[config.mk]
export PLATFORM = sky130hd
export DESIGN_NAME = brk_uart_rx
export DESIGN_NICKNAME = d
export VERILOG_FILES = /design/src/rtl/brkrx_pkg.sv /design/src/rtl/brkrx_sync.sv /design/src/rtl/brkrx_sampler.sv /design/src/rtl/brkrx_frame.sv /design/src/rtl/brk_uart_rx.sv
export SDC_FILE = /design/constraint.sdc
export NUM_CORES = 1
export LEC_CHECK = 0
export BUFFER_PORTS_ARGS = -buffer_cell sky130_fd_sc_hd__buf_2
export CORE_ASPECT_RATIO = 1.5
export CORE_MARGIN = 2
export CORE_UTILIZATION = 34
export DETAILED_ROUTE_END_ITERATION = 6
export PLACE_DENSITY = 0.61
export SKIP_LAST_GASP = 1
export SLEW_MARGIN = 20
export SYNTH_ARGS = -nofsm -noshare
export SYNTH_HDL_FRONTEND = slang
export SYNTH_SLANG_ARGS = --single-unit
[constraint.sdc]
create_clock -name clk -period 2.87 [get_ports clk]
set_input_delay 0.287 -clock clk [delete_from_list [all_inputs] [get_ports clk]]
set_output_delay 0.287 -clock clk [all_outputs]
set_load 0.01 [all_outputs]
[src/rtl/brkrx_pkg.sv]
package brkrx_pkg;
   localparam int unsigned SLOT_MAX = 9;

   localparam int unsigned CLR_FULL = 0;
   localparam int unsigned CLR_FE   = 1;
   localparam int unsigned CLR_PE   = 2;
   localparam int unsigned CLR_BRK  = 3;
   localparam int unsigned CLR_W    = 4;

   typedef enum logic [2:0] {
      ST_WAITHI,
      ST_IDLE,
      ST_START,
      ST_DATA,
      ST_STOP,
      ST_BRK
   } rx_state_t;

   typedef struct packed {
      logic                load;
      logic [SLOT_MAX-1:0] data;
      logic                fe;
      logic                pe;
      logic                brk;
   } rx_evt_t;
endpackage

[src/rtl/brkrx_sync.sv]
module brkrx_sync #(
   parameter int unsigned STAGES   = 2,
   parameter bit          IDLE_VAL = 1'b1
) (
   input  logic clk,
   input  logic rst_n,
   input  logic d,
   output logic q
);
   generate
      if (STAGES == 0) begin : g_pass
         assign q = d;
      end else begin : g_chain
         logic [STAGES-1:0] ff;
         always_ff @(posedge clk or negedge rst_n) begin
            if (!rst_n) begin
               ff <= {STAGES{IDLE_VAL}};
            end else begin
               ff[0] <= d;
               for (int i = 1; i < int'(STAGES); i++) begin
                  ff[i] <= ff[i-1];
               end
            end
         end
         assign q = ff[STAGES-1];
      end
   endgenerate
endmodule

[src/rtl/brkrx_sampler.sv]
module brkrx_sampler #(
   parameter int unsigned OVS = 16
) (
   input  logic clk,
   input  logic rst_n,
   input  logic samp_en,
   input  logic rx,
   input  logic run,
   input  logic start_go,
   output logic bit_stb,
   output logic bit_val
);
   localparam int unsigned PW  = $clog2(OVS);
   localparam int unsigned MID = OVS / 2;

   logic [PW-1:0] phase;
   logic          s_early;
   logic          s_mid;

   always_ff @(posedge clk or negedge rst_n) begin
      if (!rst_n) begin
         phase   <= '0;
         s_early <= 1'b1;
         s_mid   <= 1'b1;
      end else if (samp_en) begin
         if (start_go) begin
            phase <= PW'(1);
         end else if (run) begin
            phase <= (phase == PW'(OVS-1)) ? '0 : phase + PW'(1);
         end else begin
            phase <= '0;
         end
         if (run && phase == PW'(MID-1)) s_early <= rx;
         if (run && phase == PW'(MID))   s_mid   <= rx;
      end
   end

   assign bit_stb = samp_en && run && (phase == PW'(MID+1));
   assign bit_val = (s_early & s_mid) | (s_early & rx) | (s_mid & rx);
endmodule

[src/rtl/brkrx_frame.sv]
module brkrx_frame
   import brkrx_pkg::*;
#(
   parameter int unsigned OVS        = 16,
   parameter bit          HAS_PARITY = 1'b1
) (
   input  logic    clk,
   input  logic    rst_n,
   input  logic    samp_en,
   input  logic    rx,
   input  logic    cfg_nine,
   input  logic    cfg_par_en,
   input  logic    cfg_par_odd,
   input  logic    cfg_brk_en,
   input  logic    bit_stb,
   input  logic    bit_val,
   output logic    run,
   output logic    start_go,
   output rx_evt_t evt
);
   localparam int unsigned ZW = $clog2(SLOT_MAX + 3);
   localparam int unsigned HW = $clog2(OVS + 1);
   localparam int unsigned SW = $clog2(SLOT_MAX);

   rx_state_t           st;
   logic [SW-1:0]       slot_idx;
   logic [SLOT_MAX-1:0] shreg;
   logic [ZW-1:0]       zrun;
   logic [HW-1:0]       hicnt;

   logic [SW-1:0] last_slot;
   logic [ZW-1:0] thr;
   logic [ZW-1:0] zinc;
   logic          parity_bad;

   assign last_slot = cfg_nine ? SW'(SLOT_MAX-1) : SW'(SLOT_MAX-2);
   assign thr       = cfg_nine ? ZW'(SLOT_MAX+2) : ZW'(SLOT_MAX+1);
   assign zinc      = zrun + ZW'(1);

   generate
      if (HAS_PARITY) begin : g_par
         assign parity_bad = cfg_par_en && ((^shreg) != cfg_par_odd);
      end else begin : g_nopar
         logic unused_par;
         assign unused_par = cfg_par_en ^ cfg_par_odd;
         assign parity_bad = 1'b0;
      end
   endgenerate

   assign run      = (st == ST_START) || (st == ST_DATA) || (st == ST_STOP) || (st == ST_BRK);
   assign start_go = (st == ST_IDLE) && samp_en && !rx;

   always_ff @(posedge clk or negedge rst_n) begin
      if (!rst_n) begin
         st       <= ST_WAITHI;
         slot_idx <= '0;
         shreg    <= '0;
         zrun     <= '0;
         hicnt    <= '0;
         evt      <= '0;
      end else begin
         evt <= '0;
         unique case (st)
            ST_WAITHI: begin
               if (samp_en) begin
                  if (!rx) begin
                     hicnt <= '0;
                  end else if (hicnt == HW'(OVS-1)) begin
                     hicnt <= '0;
                     st    <= ST_IDLE;
                  end else begin
                     hicnt <= hicnt + HW'(1);
                  end
               end
            end
            ST_IDLE: begin
               if (start_go) st <= ST_START;
            end
            ST_START: begin
               if (bit_stb) begin
                  if (!bit_val) begin
                     st       <= ST_DATA;
                     slot_idx <= '0;
                     shreg    <= '0;
                     zrun     <= ZW'(1);
                  end else begin
                     st <= ST_IDLE;
                  end
               end
            end
            ST_DATA: begin
               if (bit_stb) begin
                  shreg[slot_idx] <= bit_val;
                  zrun            <= bit_val ? '0 : zinc;
                  if (slot_idx == last_slot) st <= ST_STOP;
                  else slot_idx <= slot_idx + SW'(1);
               end
            end
            ST_STOP: begin
               if (bit_stb) begin
                  if (bit_val) begin
                     evt.load <= 1'b1;
                     evt.data <= shreg;
                     evt.pe   <= parity_bad;
                     st       <= ST_IDLE;
                  end else if (cfg_brk_en && (zinc >= thr)) begin
                     evt.brk <= 1'b1;
                     hicnt   <= '0;
                     st      <= ST_WAITHI;
                  end else begin
                     evt.load <= 1'b1;
                     evt.data <= shreg;
                     evt.fe   <= 1'b1;
                     evt.pe   <= parity_bad;
                     zrun     <= zinc;
                     hicnt    <= '0;
                     st       <= cfg_brk_en ? ST_BRK : ST_WAITHI;
                  end
               end
            end
            ST_BRK: begin
               if (bit_stb) begin
                  if (bit_val) begin
                     hicnt <= '0;
                     st    <= ST_WAITHI;
                  end else if (zinc >= thr) begin
                     evt.brk <= 1'b1;
                     hicnt   <= '0;
                     st      <= ST_WAITHI;
                  end else begin
                     zrun <= zinc;
                  end
               end
            end
            default: st <= ST_WAITHI;
         endcase
      end
   end
endmodule

[src/rtl/brk_uart_rx.sv]
module brk_uart_rx
   import brkrx_pkg::*;
#(
   parameter int unsigned OVS         = 16,
   parameter int unsigned SYNC_STAGES = 2,
   parameter bit          HAS_PARITY  = 1'b1
) (
   input  logic                clk,
   input  logic                rst_n,
   input  logic                samp_en,
   input  logic                rx_in,
   input  logic                cfg_nine,
   input  logic                cfg_par_en,
   input  logic                cfg_par_odd,
   input  logic                cfg_brk_en,
   input  logic [CLR_W-1:0]    clr,
   output logic [SLOT_MAX-1:0] rx_data,
   output logic                rx_full,
   output logic                err_frame,
   output logic                err_par,
   output logic                brk_flag
);
   generate
      if (OVS < 8 || (OVS % 2) != 0) begin : g_bad_ovs
         $error("brk_uart_rx: OVS must be even and at least 8");
      end
      if (SYNC_STAGES > 4) begin : g_bad_sync
         $error("brk_uart_rx: SYNC_STAGES must not exceed 4");
      end
   endgenerate

   logic    rx_s;
   logic    run;
   logic    start_go;
   logic    bit_stb;
   logic    bit_val;
   rx_evt_t frm_evt;

   brkrx_sync #(.STAGES(SYNC_STAGES), .IDLE_VAL(1'b1)) u_sync (
      .clk   (clk),
      .rst_n (rst_n),
      .d     (rx_in),
      .q     (rx_s)
   );

   brkrx_sampler #(.OVS(OVS)) u_samp (
      .clk      (clk),
      .rst_n    (rst_n),
      .samp_en  (samp_en),
      .rx       (rx_s),
      .run      (run),
      .start_go (start_go),
      .bit_stb  (bit_stb),
      .bit_val  (bit_val)
   );

   brkrx_frame #(.OVS(OVS), .HAS_PARITY(HAS_PARITY)) u_frame (
      .clk         (clk),
      .rst_n       (rst_n),
      .samp_en     (samp_en),
      .rx          (rx_s),
      .cfg_nine    (cfg_nine),
      .cfg_par_en  (cfg_par_en),
      .cfg_par_odd (cfg_par_odd),
      .cfg_brk_en  (cfg_brk_en),
      .bit_stb     (bit_stb),
      .bit_val     (bit_val),
      .run         (run),
      .start_go    (start_go),
      .evt         (frm_evt)
   );

   always_ff @(posedge clk or negedge rst_n) begin
      if (!rst_n) begin
         rx_data   <= '0;
         rx_full   <= 1'b0;
         err_frame <= 1'b0;
         err_par   <= 1'b0;
         brk_flag  <= 1'b0;
      end else begin
         if (frm_evt.load) begin
            rx_data <= frm_evt.data;
            rx_full <= 1'b1;
         end else if (clr[CLR_FULL]) begin
            rx_full <= 1'b0;
         end
         if (frm_evt.fe)          err_frame <= 1'b1;
         else if (clr[CLR_FE])    err_frame <= 1'b0;
         if (frm_evt.pe)          err_par   <= 1'b1;
         else if (clr[CLR_PE])    err_par   <= 1'b0;
         if (frm_evt.brk)         brk_flag  <= 1'b1;
         else if (clr[CLR_BRK])   brk_flag  <= 1'b0;
      end
   end
endmodule

# Word level (Yosys, flattened, before mapping)
# Cells that the tools add are included.
[op_classes]
bitwise = 5
add_sub_neg = 4
eq_ne = 28
n_mux = 73
n_lt_le_gt_ge = 3
n_reduce_logical = 29
[ops]
columns = ["operator", "n"]
rows = [
  ["2-to-1 mux 4 bit", 18],
  ["2-to-1 mux 3 bit", 14],
  ["2-to-1 mux 5 bit", 8],
  ["inequality test 2 bit (second input constant)", 14],
  ["2-to-1 mux 9 bit", 3],
  ["2-to-1 mux 12 bit", 2],
  ["AND reduction 10 bit", 2],
  ["case mux 3 bit (6 select lines)", 1],
  ["case mux 9 bit (2 select lines)", 1],
  ["2-to-1 mux 1 bit", 17],
  ["case mux 4 bit (4 select lines)", 1],
  ["case mux 5 bit (3 select lines)", 1],
  ["2-to-1 mux 13 bit", 1],
  ["adder 4 x 1 -> 4 bit (second input constant)", 3],
  ["== test 4 bit (second input constant)", 3],
  ["2-to-1 mux 10 bit", 1],
  ["nonzero test 2 bit", 5],
  ["bitwise mux 9 bit", 1],
  ["logical AND 1 bit", 9],
  ["XOR reduction 9 bit", 1],
  ["case mux 4 bit (2 select lines)", 1],
  ["== test 3 x 2 -> 1 bit (second input constant)", 2],
  ["== test 3 bit (second input constant)", 2],
  ["AND reduction 6 bit", 1],
  ["other kinds (24)", 30],
]
[totals]
out_inout_bits = 13
wordCells = 161
ff_bits = 59
in_bits = 12

# Depth between registers and ports, before layout
# Gate-level depths: netlist of run 1.
[depth]
ltp_word = 8
mapped_depth = 8
ltp_nobuf = 7

# Cells and area by module
# From an unflattened synthesis of run 1, not the netlist that was laid out.
[hier_totals]
cells_unflattened = 285
area_unflattened_um2 = 3129.3
[by_module_without_submodules]
columns = ["module", "seq_area_each_um2", "n_inst", "cells_per_inst", "area_each_um2"]
rows = [
  ["brkrx_frame", 950.9, 1, 218, 2202.1],
  ["brk_uart_rx", 325.3, 1, 31, 518.0],
  ["brkrx_sampler", 152.6, 1, 34, 356.6],
  ["brkrx_sync", 52.6, 1, 2, 52.6],
]

# Least setup slack after synthesis of run 1
# Ideal clock, no wire load.
[synth_timing]
path_type = "register to register"
start = "reg u_frame.zrun[0]"
end = "reg u_frame.hicnt[0]"
setup_slack_ns = 0.813
synth_period_minus_slack_ns = 2.057
path_stages_with_launch = 8
arrival_ns = 1.932
setup_ns = 0.125
cell_sequence = "dfrtp_1 ha_1 nand2b_1 a21oi_1 o21a_1 or3_1 clkbuf_1 mux2_2"
[synth_between]
elab_chain_len = 4
[synth_rtl]
columns = ["item", "line_no", "text"]
rows = [
  ["from (decl)", "brkrx_frame.sv:28", "logic [ZW-1:0] zrun;"],
  ["from (signal assigned)", "brkrx_frame.sv:94", "zrun <= bit_val ? '0 : zinc;"],
  ["from (signal assigned)", "brkrx_frame.sv:115", "zrun <= zinc;"],
  ["from (signal assigned)", "brkrx_frame.sv:131", "zrun <= zinc;"],
  ["adder 4 x 1 -> 4 bit", "brkrx_frame.sv:38", "assign zinc = zrun + ZW'(1);"],
  [">= comparator 4 bit", "brkrx_frame.sv:126", "end else if (zinc >= thr) begin"],
  ["inequality test 3 x 2 -> 1 bit (no source line)", "--", ""],
  ["AND reduction 6 bit (no source line)", "--", ""],
  ["to (signal assigned)", "brkrx_frame.sv:72", "hicnt <= hicnt + HW'(1);"],
  ["to (decl)", "brkrx_frame.sv:29", "logic [HW-1:0] hicnt;"],
]
# No other way between the ends.
# A chain may end at the register's enable or synchronous reset.

# Final worst setup path of run 1
[layout_timing]
start = "reg u_samp.phase[1]"
end = "reg u_frame.zrun[0]"
[layout_between]
elab_chain_len = 4
[layout_rtl]
columns = ["item", "line_no", "text"]
rows = [
  ["from (decl)", "brkrx_sampler.sv:16", "logic [PW-1:0] phase;"],
  ["from (signal assigned)", "brkrx_sampler.sv:29", "phase <= (phase == PW'(OVS-1)) ? '0 : phase + PW'(1);"],
  ["== test 4 bit *", "brkrx_sampler.sv:38", "assign bit_stb = samp_en && run && (phase == PW'(MID+1));"],
  ["logical AND 1 bit *", "brkrx_sampler.sv:38", ""],
  ["inequality test 2 bit (no source line)", "--", ""],
  ["AND reduction 10 bit (no source line) *", "--", ""],
]
# Mark *: on every way between the ends. The rest lies on a longest branch, timed or not.

==> results.sh, run 1 <==
export IMPL_crit_arrival_ns=2.53
export IMPL_postRouteWirelength_microns=6120
export IMPL_drive_gt1_share_pct=22.3
export IMPL_port_buffer_count=24
export IMPL_syn_area_sq_um=3030
export IMPL_die_h_microns=120
export IMPL_row_count=42
export IMPL_cts_hold_buf=0
export IMPL_fillers=886
export IMPL_synth_fp_nets=316
export IMPL_leakage_uw=0.00180
export IMPL_finalSetupViolCount=0
export IMPL_clock_latency_ns=0.33
export IMPL_ys_types=49
export IMPL_maxSlewViolCount=0
export IMPL_startpoint_type="flip-flop"
export IMPL_failed_checks="hold timing"
export IMPL_track_usage_pct=14.0
export IMPL_yosys_area_top_type="dfrtp_1"
export IMPL_avgSynthCellArea_sq_um=10.3
export IMPL_p_per_area_nw_per_um2=707
export IMPL_final_common_cell="dfrtp_1"
export IMPL_numCtsBuffers=9
export IMPL_run_status="finished with violations"
export IMPL_grt_ovfl_total=0
export IMPL_cts_resized=0
export IMPL_cts_setup_buffers=0
export IMPL_path_class="flip-flop to flip-flop"
export IMPL_worst_hold_slack_ns=-0.000377
export IMPL_initial_core_util_pct=34.7
export IMPL_dp_hpwl_microns=4470
export IMPL_grt_max_degree=32
export IMPL_root_buffer="clkbuf_16"
export IMPL_max_clock_freq_ghz=0.435
export IMPL_die_w_microns=81.0
export IMPL_rsz0062_at_grt="false"
export IMPL_r2r_setup_slack_ns=0.57
export IMPL_htreeDepth=3
export IMPL_slowest_delay_ns=0.48
export IMPL_slew_headroom_pct=54.7
export IMPL_p_total_uw=2560
export IMPL_area_growth_pct=19.6
export IMPL_multi_input_area_sq_um=1450
export IMPL_antenna_found_initial=0
export IMPL_ant_nets=0
export IMPL_holdCritPathClass="input port to async pin"
export IMPL_vias=2303
export IMPL_layout_min_cycle_time_ns=2.30
export IMPL_dr_first_iter_drc_count=99
export IMPL_cap_violations=0
export IMPL_finClkSkew_ns=0.00534
export IMPL_antenna_cells=0
export IMPL_ys_seq_elements=59
export IMPL_firstDrtPassIters=4
export IMPL_critPathMaxFanout=12
export IMPL_clk_pin_slew_ns=0.05
export IMPL_setup_tns_ns=0
export IMPL_coreArea_sq_um=8720
export IMPL_dieArea_sq_um=9680
export IMPL_io_pins=25
export IMPL_cts_buffer_depth=2
export IMPL_vias_per_cell=5.27
export IMPL_tightest_slew_ns=0.673
export IMPL_grt_pass1_wl_microns=10200
export IMPL_end_kind="flip-flop"
export IMPL_grt_pass1_vias=2309
export IMPL_synthCells=294
export IMPL_seqCellArea_sq_um=1480
export IMPL_yosys_warnings=0
export IMPL_post_route_period_util_pct=80.0
export IMPL_yosysSeqAreaShare_pct=49.0
export IMPL_cp_slowest_cell="a211o_1"
export IMPL_drc=0
export IMPL_vdd_drop_max_v=0.000324
export IMPL_wl_per_cell_microns=14.0
export IMPL_gp_congestion=0.848
export IMPL_worstPathRequired_ns=3.11
export IMPL_clkSinkCount=59
export IMPL_synth_top_area_share_pct=45.5
export IMPL_cts_tree="built"
export IMPL_worstPathCellList="inv_1 > ha_1 > nand4b_2 > a211o_1 > and2_4 > or3_4 > o31ai_2"
export IMPL_layout_nets=344
export IMPL_hold_viol=1
export IMPL_final_cell_mix="55 x dfrtp_1, 26 x nand2_1, 24 x buf_2"
export IMPL_synthTopCellsByArea="dfrtp_1 45%, mux2_2 6.3%, ha_1 4.1%, dfstp_2 3.5%, o21ai_0 3.5%"
## kinds of logic (layout without fill, tap and decap cells)
| logic type | Yosys count | after routing | share of synthesized area [%] |
|---|---|---|---|
| compound gates | 74 | 74 | 16.0 |
| xor+xnor | 12 | 12 | 3.47 |
| fa+ha+maj | 11 | 11 | 4.51 |
| buf+inv | 25 | 58 | 3.18 |
| simple gates | 96 | 96 | 17.6 |
| mux | 17 | 17 | 6.33 |
| flops | 59 | 59 | 49.0 |
## registers in the layout, summed over array words and instances, names as in the netlist
name / count
u_frame.evt: 13
rx_data: 9
u_frame.shreg: 9
u_frame.hicnt: 5
u_frame.slot_idx: 4
u_frame.zrun: 4
u_samp.phase: 4
u_frame.st: 3
u_sync.g_chain.ff: 2
brk_flag: 1
err_frame: 1
err_par: 1
rx_full: 1
u_samp.s_early: 1
u_samp.s_mid: 1
## worst max-delay path, delay by kind of cell (launching register included)
| family | cells | cell delay [ns] |
|---|---|---|
| AO/OA/AOI/OAI | 2 | 0.69 |
| adder cells (fa/ha/maj) | 1 | 0.16 |
| buffers and inverters | 1 | 0.10 |
| flip-flops | 1 | 0.40 |
| AND/OR/NAND/NOR | 3 | 0.84 |
## final timing paths
| check | cells past startpoint | end | startpoint |
|---|---|---|---|
| max in group asynchronous | 2 | u_frame.zrun[2] | rst_n |
| worst min-delay path | 1 | u_frame.evt[2] | rst_n |
| min in group clk | 1 | u_sync.g_chain.ff[0] | rx_in |
| worst max register to register | 7 | u_frame.zrun[0] | u_samp.phase[1] |
| worst min register to register | 0 | u_sync.g_chain.ff[1] | u_sync.g_chain.ff[0] |
| worst max-delay path | 7 | u_frame.zrun[0] | u_samp.phase[1] |
## metal layers
metal | part of all wire [%] | up-vias | global-route usage, %
met5 | 0 | - | 0
met4 | 3.2 | 0 | 8.37
met3 | 4.2 | 15 | 4.59
met2 | 57 | 53 | 25.5
met1 | 36 | 1124 | 12.9
li1 | - | 1111 | -
## synthesized netlist by cell type (all sizes together)
cell type / n
a211o: 4
a211oi: 2
a21o: 6
a21oi: 17
a22oi: 1
a31oi: 3
a32o: 1
a32oi: 1
and2: 10
and3: 6
and3b: 2
and4b: 2
buf: 2
clkbuf: 11
dfrtp: 55
dfstp: 4
ha: 10
inv: 12
maj3: 1
mux2: 17
nand2: 26
nand2b: 3
nand3: 6
nand3b: 4
nand4: 1
nand4b: 3
nor2: 15
nor2b: 5
nor3: 4
nor3b: 2
nor4: 3
nor4b: 2
o211ai: 1
o21a: 6
o21ai: 21
o22ai: 2
o311a: 1
o311ai: 1
o31a: 1
o31ai: 4
o41ai: 2
or3: 2
xnor2: 9
xor2: 3
## per-stage QoR
step	cells	hold slack, ns	util, %	instance area (sq um)	setup slack [ns]
final	437	-0.000377	41.5	3620	0.573
after global routing	437	0.0403	41.5	3620	0.427
after CTS	437	0.0224	41.5	3620	0.587
after detailed placement	421	0.347	37.7	3290	0.594
after global placement	421	0.346	37.7	3290	0.647
after floorplan	294	-0.00859	-	3030	0.813
## cell type report
class | instances | share of cell area, %
clock buffers | 11 | 6.99
clock inverters | 5 | 2.08
inverters | 12 | 1.25
multi-input cells | 210 | 40.0
flip-flops and latches | 59 | 41.0
well taps | 110 | 3.80
repair buffers | 30 | 4.91
## where the power goes
group          leakage [uW]  internal, uW  switching [uW]  total, uW
Sequential         0.000773           898            87.5        986
Combinational      0.000857           180             246        425
Clock              0.000165           800             347       1150
(Power assumes the default switching activity.)
==> run 2: changes to the inputs <==
clock period = 2.21 ns   (was 2.87 ns; I/O delays follow)
==> run 2 against run 1 <==
The flow now finishes without violations. Fmax rose by 9.4%. Clock power rose by 21%. Die area is the same. Count of clock-buffer cells in the layout down 2. Utilization increased by 0.86 points. First-iteration DRC count increased by 12%.
==> results.sh, run 2 (synthesized netlist as in run 1, its figures left out) <==
export IMPL_cts_setup_buffers=0
export IMPL_hold_viol=0
export IMPL_p_total_uw=3270
export IMPL_cts_buffer_depth=2
export IMPL_leakage_uw=0.00183
export IMPL_startpoint_type="flip-flop"
export IMPL_layout_nets=354
export IMPL_seqCellArea_sq_um=1480
export IMPL_grt_max_degree=37
export IMPL_post_route_period_util_pct=95.0
export IMPL_cp_slowest_cell="dfrtp_1"
export IMPL_run_status="completed"
export IMPL_path_class="flip-flop to flip-flop"
export IMPL_drive_gt1_share_pct=24.6
export IMPL_row_count=42
export IMPL_grt_pass1_wl_microns=10700
export IMPL_vias_per_cell=5.14
export IMPL_port_buffer_count=24
export IMPL_cts_tree="built"
export IMPL_htreeDepth=3
export IMPL_reg_largest_list="u_frame.evt (13), rx_data (9), u_frame.shreg (9)"
export IMPL_initial_core_util_pct=34.7
export IMPL_finalSetupViolCount=0
export IMPL_grt_ovfl_total=0
export IMPL_hold_depth=2
export IMPL_dr_first_iter_drc_count=111
export IMPL_multi_input_area_sq_um=1470
export IMPL_final_cell_mix="55 x dfrtp_1, 26 x nand2_1, 24 x buf_2"
export IMPL_die_h_microns=120
export IMPL_finClkSkew_ns=0.00647
export IMPL_slowest_delay_ns=0.45
export IMPL_critPathMaxFanout=5
export IMPL_p_per_area_nw_per_um2=885
export IMPL_holdCritPathClass="input port to flip-flop"
export IMPL_stdcell_area_sq_um=3690
export IMPL_firstDrtPassIters=4
export IMPL_dieArea_sq_um=9680
export IMPL_numCtsBuffers=9
export IMPL_final_common_cell="dfrtp_1"
export IMPL_clock_latency_ns=0.33
export IMPL_wl_per_cell_microns=13.8
export IMPL_tightest_slew_ns=0.645
export IMPL_max_clock_freq_ghz=0.476
export IMPL_rsz0062_at_grt="true"
export IMPL_largest_reg_flops=13
export IMPL_layout_min_cycle_time_ns=2.10
export IMPL_reg2regPathDepth=6
export IMPL_postPlaceCellArea_sq_um=3350
export IMPL_dp_hpwl_microns=4630
export IMPL_top_register="u_frame.evt"
export IMPL_postRouteWirelength_microns=6160
export IMPL_clk_pin_slew_ns=0.05
export IMPL_track_usage_pct=14.4
export IMPL_antenna_cells=0
export IMPL_critPathBufInv=0
export IMPL_io_pins=25
export IMPL_gp_congestion=0.865
export IMPL_worstPathCellList="ha_1 > nand2b_1 > a21oi_1 > o21a_1 > or3_1 > mux2_2"
export IMPL_worstPathRequired_ns=2.42
export IMPL_fillers=848
export IMPL_clkSinkCount=59
export IMPL_drc=0
export IMPL_maxSlewViolCount=0
export IMPL_vdd_drop_max_v=0.000432
export IMPL_crit_arrival_ns=2.31
export IMPL_path_delay_family="compound AO/OA/AOI/OAI gates"
export IMPL_end_kind="flip-flop"
export IMPL_antenna_found_initial=0
export IMPL_coreArea_sq_um=8720
export IMPL_ant_nets=0
export IMPL_die_w_microns=81.0
export IMPL_area_growth_pct=22.0
export IMPL_cap_violations=0
export IMPL_cp_depth=6
export IMPL_slew_headroom_pct=56.7
export IMPL_vias=2296
export IMPL_grt_pass1_vias=2404
export IMPL_root_buffer="clkbuf_16"
## run 2: layout make-up
type	instances	area share, %
Inverter	12	1.22
Timing Repair Buffer	40	6.98
Tap cell	110	3.73
Clock inverter	7	2.10
Sequential cell	59	40.1
Multi-Input combinational cell	210	39.7
Clock buffer	9	6.10
## run 2: per-layer routing
metal  vias up  global-route usage [%]  routed length, microns
met5         -                       0                       0
met4         0                    9.85                     187
met3        16                    3.68                     213
met2        52                    25.5                    3430
met1      1100                    14.3                    2330
li1       1128                       -                       -
## run 2: worst paths after layout
kind	from	to	slack [ns]
worst max-delay path	u_frame.zrun[0]	u_frame.hicnt[0]	0.11
min in group asynchronous	rst_n	err_par	0.43
worst min register to register	u_sync.g_chain.ff[0]	u_sync.g_chain.ff[1]	0.35
max in group asynchronous	rst_n	u_sync.g_chain.ff[0]	1.14
worst max register to register	u_frame.zrun[0]	u_frame.hicnt[0]	0.11
worst min-delay path	cfg_par_en	u_frame.evt[1]	0.13
## run 2: repair_timing
action	CTS	global route
resized for setup	0	3
setup endpoints to repair	0	11
hold buffers	2	0
hold endpoints to repair	22	0
## run 2: metrics by stage
stage / setup WS (ns) / hold WS (ns) / std cells / util, % / setup TNS, ns
floorplan: 0.153 / -0.0746 / 294 / - / 0
global placement: 0.125 / 0.248 / 429 / 38.4 / 0
detailed placement: 0.133 / 0.265 / 429 / 38.4 / 0
CTS: 0.124 / 0.124 / 447 / 42.1 / 0
global route: -0.00389 / 0.130 / 447 / 42.3 / -0.00468
finish: 0.111 / 0.133 / 447 / 42.3 / 0
## run 2: report_power, final
part | switching, uW | internal, uW | total (uW)
Sequential | 105 | 1170 | 1270
Clock | 508 | 878 | 1390
Combinational | 346 | 266 | 612
Total | 958 | 2310 | 3270
==> run 3: changes to the inputs <==
clock period = 2.1 ns   (was 2.21 ns; I/O delays follow)
==> run 3 against run 2 <==
Cell count increased by 1.3%. Worst setup slack got worse by 0.049 ns. Total power grew 8.8%. Flip-flop and latch count unchanged. Critical path depth unchanged. Highest routed layer unchanged. Sequential power up 4%. Die area unchanged.
==> results.sh, run 3 (synthesized netlist as in run 1, its figures left out) <==
export IMPL_largest_reg_flops=13
export IMPL_layout_nets=360
export IMPL_drive_gt1_share_pct=26.2
export IMPL_grt_ovfl_total=0
export IMPL_post_route_period_util_pct=97.0
export IMPL_grt_pass1_vias=2233
export IMPL_dieArea_sq_um=9680
export IMPL_initial_core_util_pct=34.7
export IMPL_multi_input_area_sq_um=1470
export IMPL_startpoint="u_frame.zrun[0]"
export IMPL_clkSinkCount=59
export IMPL_track_usage_pct=13.9
export IMPL_antenna_cells=0
export IMPL_layout_min_cycle_time_ns=2.04
export IMPL_reg2regPathDepth=6
export IMPL_setup_worst_path_end="u_frame.hicnt[2]"
export IMPL_finClkSkew_ns=0.00591
export IMPL_startpoint_type="flip-flop"
export IMPL_root_buffer="clkbuf_16"
export IMPL_coreArea_sq_um=8720
export IMPL_cts_tree="built"
export IMPL_grt_max_degree=38
export IMPL_seqCellArea_sq_um=1480
export IMPL_r2r_end="u_frame.hicnt[2]"
export IMPL_die_h_microns=120
export IMPL_htreeDepth=3
export IMPL_max_clock_freq_ghz=0.491
export IMPL_row_count=42
export IMPL_clk_pin_slew_ns=0.05
export IMPL_postPlaceCellArea_sq_um=3390
export IMPL_wl_per_cell_microns=13.3
export IMPL_tightest_slew_ns=0.606
export IMPL_worstReg2RegStart="u_frame.zrun[0]"
export IMPL_dr_first_iter_drc_count=115
export IMPL_end_kind="flip-flop"
export IMPL_holdCritPathClass="input port to flip-flop"
export IMPL_vdd_drop_max_v=0.000521
export IMPL_area_growth_pct=24.2
export IMPL_run_status="completed"
export IMPL_antenna_found_initial=0
export IMPL_top_register="u_frame.evt"
export IMPL_die_w_microns=81.0
export IMPL_crit_arrival_ns=2.25
export IMPL_ant_nets=0
export IMPL_slowest_delay_ns=0.45
export IMPL_vias_per_cell=5.09
export IMPL_fin_util_pct=43.1
export IMPL_rsz0062_at_grt="true"
export IMPL_firstDrtPassIters=4
export IMPL_dp_hpwl_microns=4550
export IMPL_final_cell_mix="55 x dfrtp_1, 26 x nand2_1, 24 x buf_2"
export IMPL_hold_viol=0
export IMPL_io_pins=25
export IMPL_final_common_cell="dfrtp_1"
export IMPL_slew_headroom_pct=59.5
export IMPL_worstPathRequired_ns=2.31
export IMPL_worstPathCellList="ha_1 > xor2_1 > a21oi_1 > o21a_1 > or3_1 > a211o_1"
export IMPL_vias=2305
export IMPL_cts_buffer_depth=2
export IMPL_maxSlewViolCount=0
export IMPL_gp_congestion=0.901
export IMPL_numCtsBuffers=9
export IMPL_port_buffer_count=24
export IMPL_drc=0
export IMPL_leakage_uw=0.00186
export IMPL_finalSetupViolCount=0
export IMPL_path_class="flip-flop to flip-flop"
export IMPL_clock_latency_ns=0.33
export IMPL_stdcell_area_sq_um=3760
export IMPL_reg_largest_list="u_frame.evt (13), rx_data (9), u_frame.shreg (9)"
export IMPL_fillers=842
export IMPL_cp_slowest_cell="or3_1"
export IMPL_grt_pass1_wl_microns=10200
export IMPL_p_per_area_nw_per_um2=946
export IMPL_postRouteWirelength_microns=6030
export IMPL_cap_violations=0
export IMPL_r2r_setup_slack_ns=0.06
export IMPL_critPathMaxFanout=5
run 3: final cells by class:
cell class                 count  area share (%)
clock buffer                  10            6.09
clock inverter                 6            2.40
inverter                      12            1.20
multi-input combinational    210            39.2
sequential                    59            39.4
tap                          110            3.66
timing repair buffer          46            8.06
run 3: where the power goes:
| part | internal (uW) | switching (uW) |
|---|---|---|
| Clock | 1040 | 503 |
| Sequential | 1230 | 91.1 |
| Combinational | 307 | 389 |
run 3: timing repair:
action / in CTS / in global routing
gates resized for setup: 0 / 6
endpoints found under the hold margin: 19 / 0
buffers inserted: 0 / 0
hold buffers: 2 / 0
setup endpoints to repair: 0 / 14
run 3: critical path: cells and delay by family, from the launching register on:
family / cells / cell delay [ns]
flip-flops: 1 / 0.41
AO/OA/AOI/OAI: 3 / 0.66
XOR/XNOR: 1 / 0.15
adder cells (fa/ha/maj): 1 / 0.27
AND/OR/NAND/NOR: 1 / 0.45
run 3: layer usage:
layer | vias up | track usage, % | wire [microns]
met5 | - | 0 | 0
met4 | 0 | 7.63 | 174
met3 | 13 | 4.74 | 283
met2 | 57 | 24.2 | 3220
met1 | 1094 | 14.3 | 2350
li1 | 1141 | - | -
run 3: how the worst min path moves through the flow:
| stage | from | end | slack (ns) | cells after the start |
|---|---|---|---|---|
| 3_5_place_dp | rst_n | err_par | 0.24 | 1 |
| 2_1_floorplan | rst_n | brk_flag | -0.09 | 0 |
| 3_3_place_gp | rst_n | err_par | 0.23 | 1 |
| 5_1_grt | cfg_par_en | u_frame.evt[1] | 0.12 | 2 |
| 4_1_cts | cfg_par_en | u_frame.evt[1] | 0.11 | 2 |
| 6_report | cfg_par_en | u_frame.evt[1] | 0.12 | 2 |
run 3: per-stage QoR:
step	power [uW]	cells	setup WS, ns	TNS (ns)	hold WS, ns
after detailed placement	2010	435	0.0361	0	0.236
after floorplan	1770	294	0.0429	0	-0.0856
after global placement	1990	435	0.0705	0	0.227
after CTS	3580	453	0.0112	0	0.106
final	3560	453	0.0622	0	0.119
after global routing	3770	453	-0.0242	-0.0719	0.119
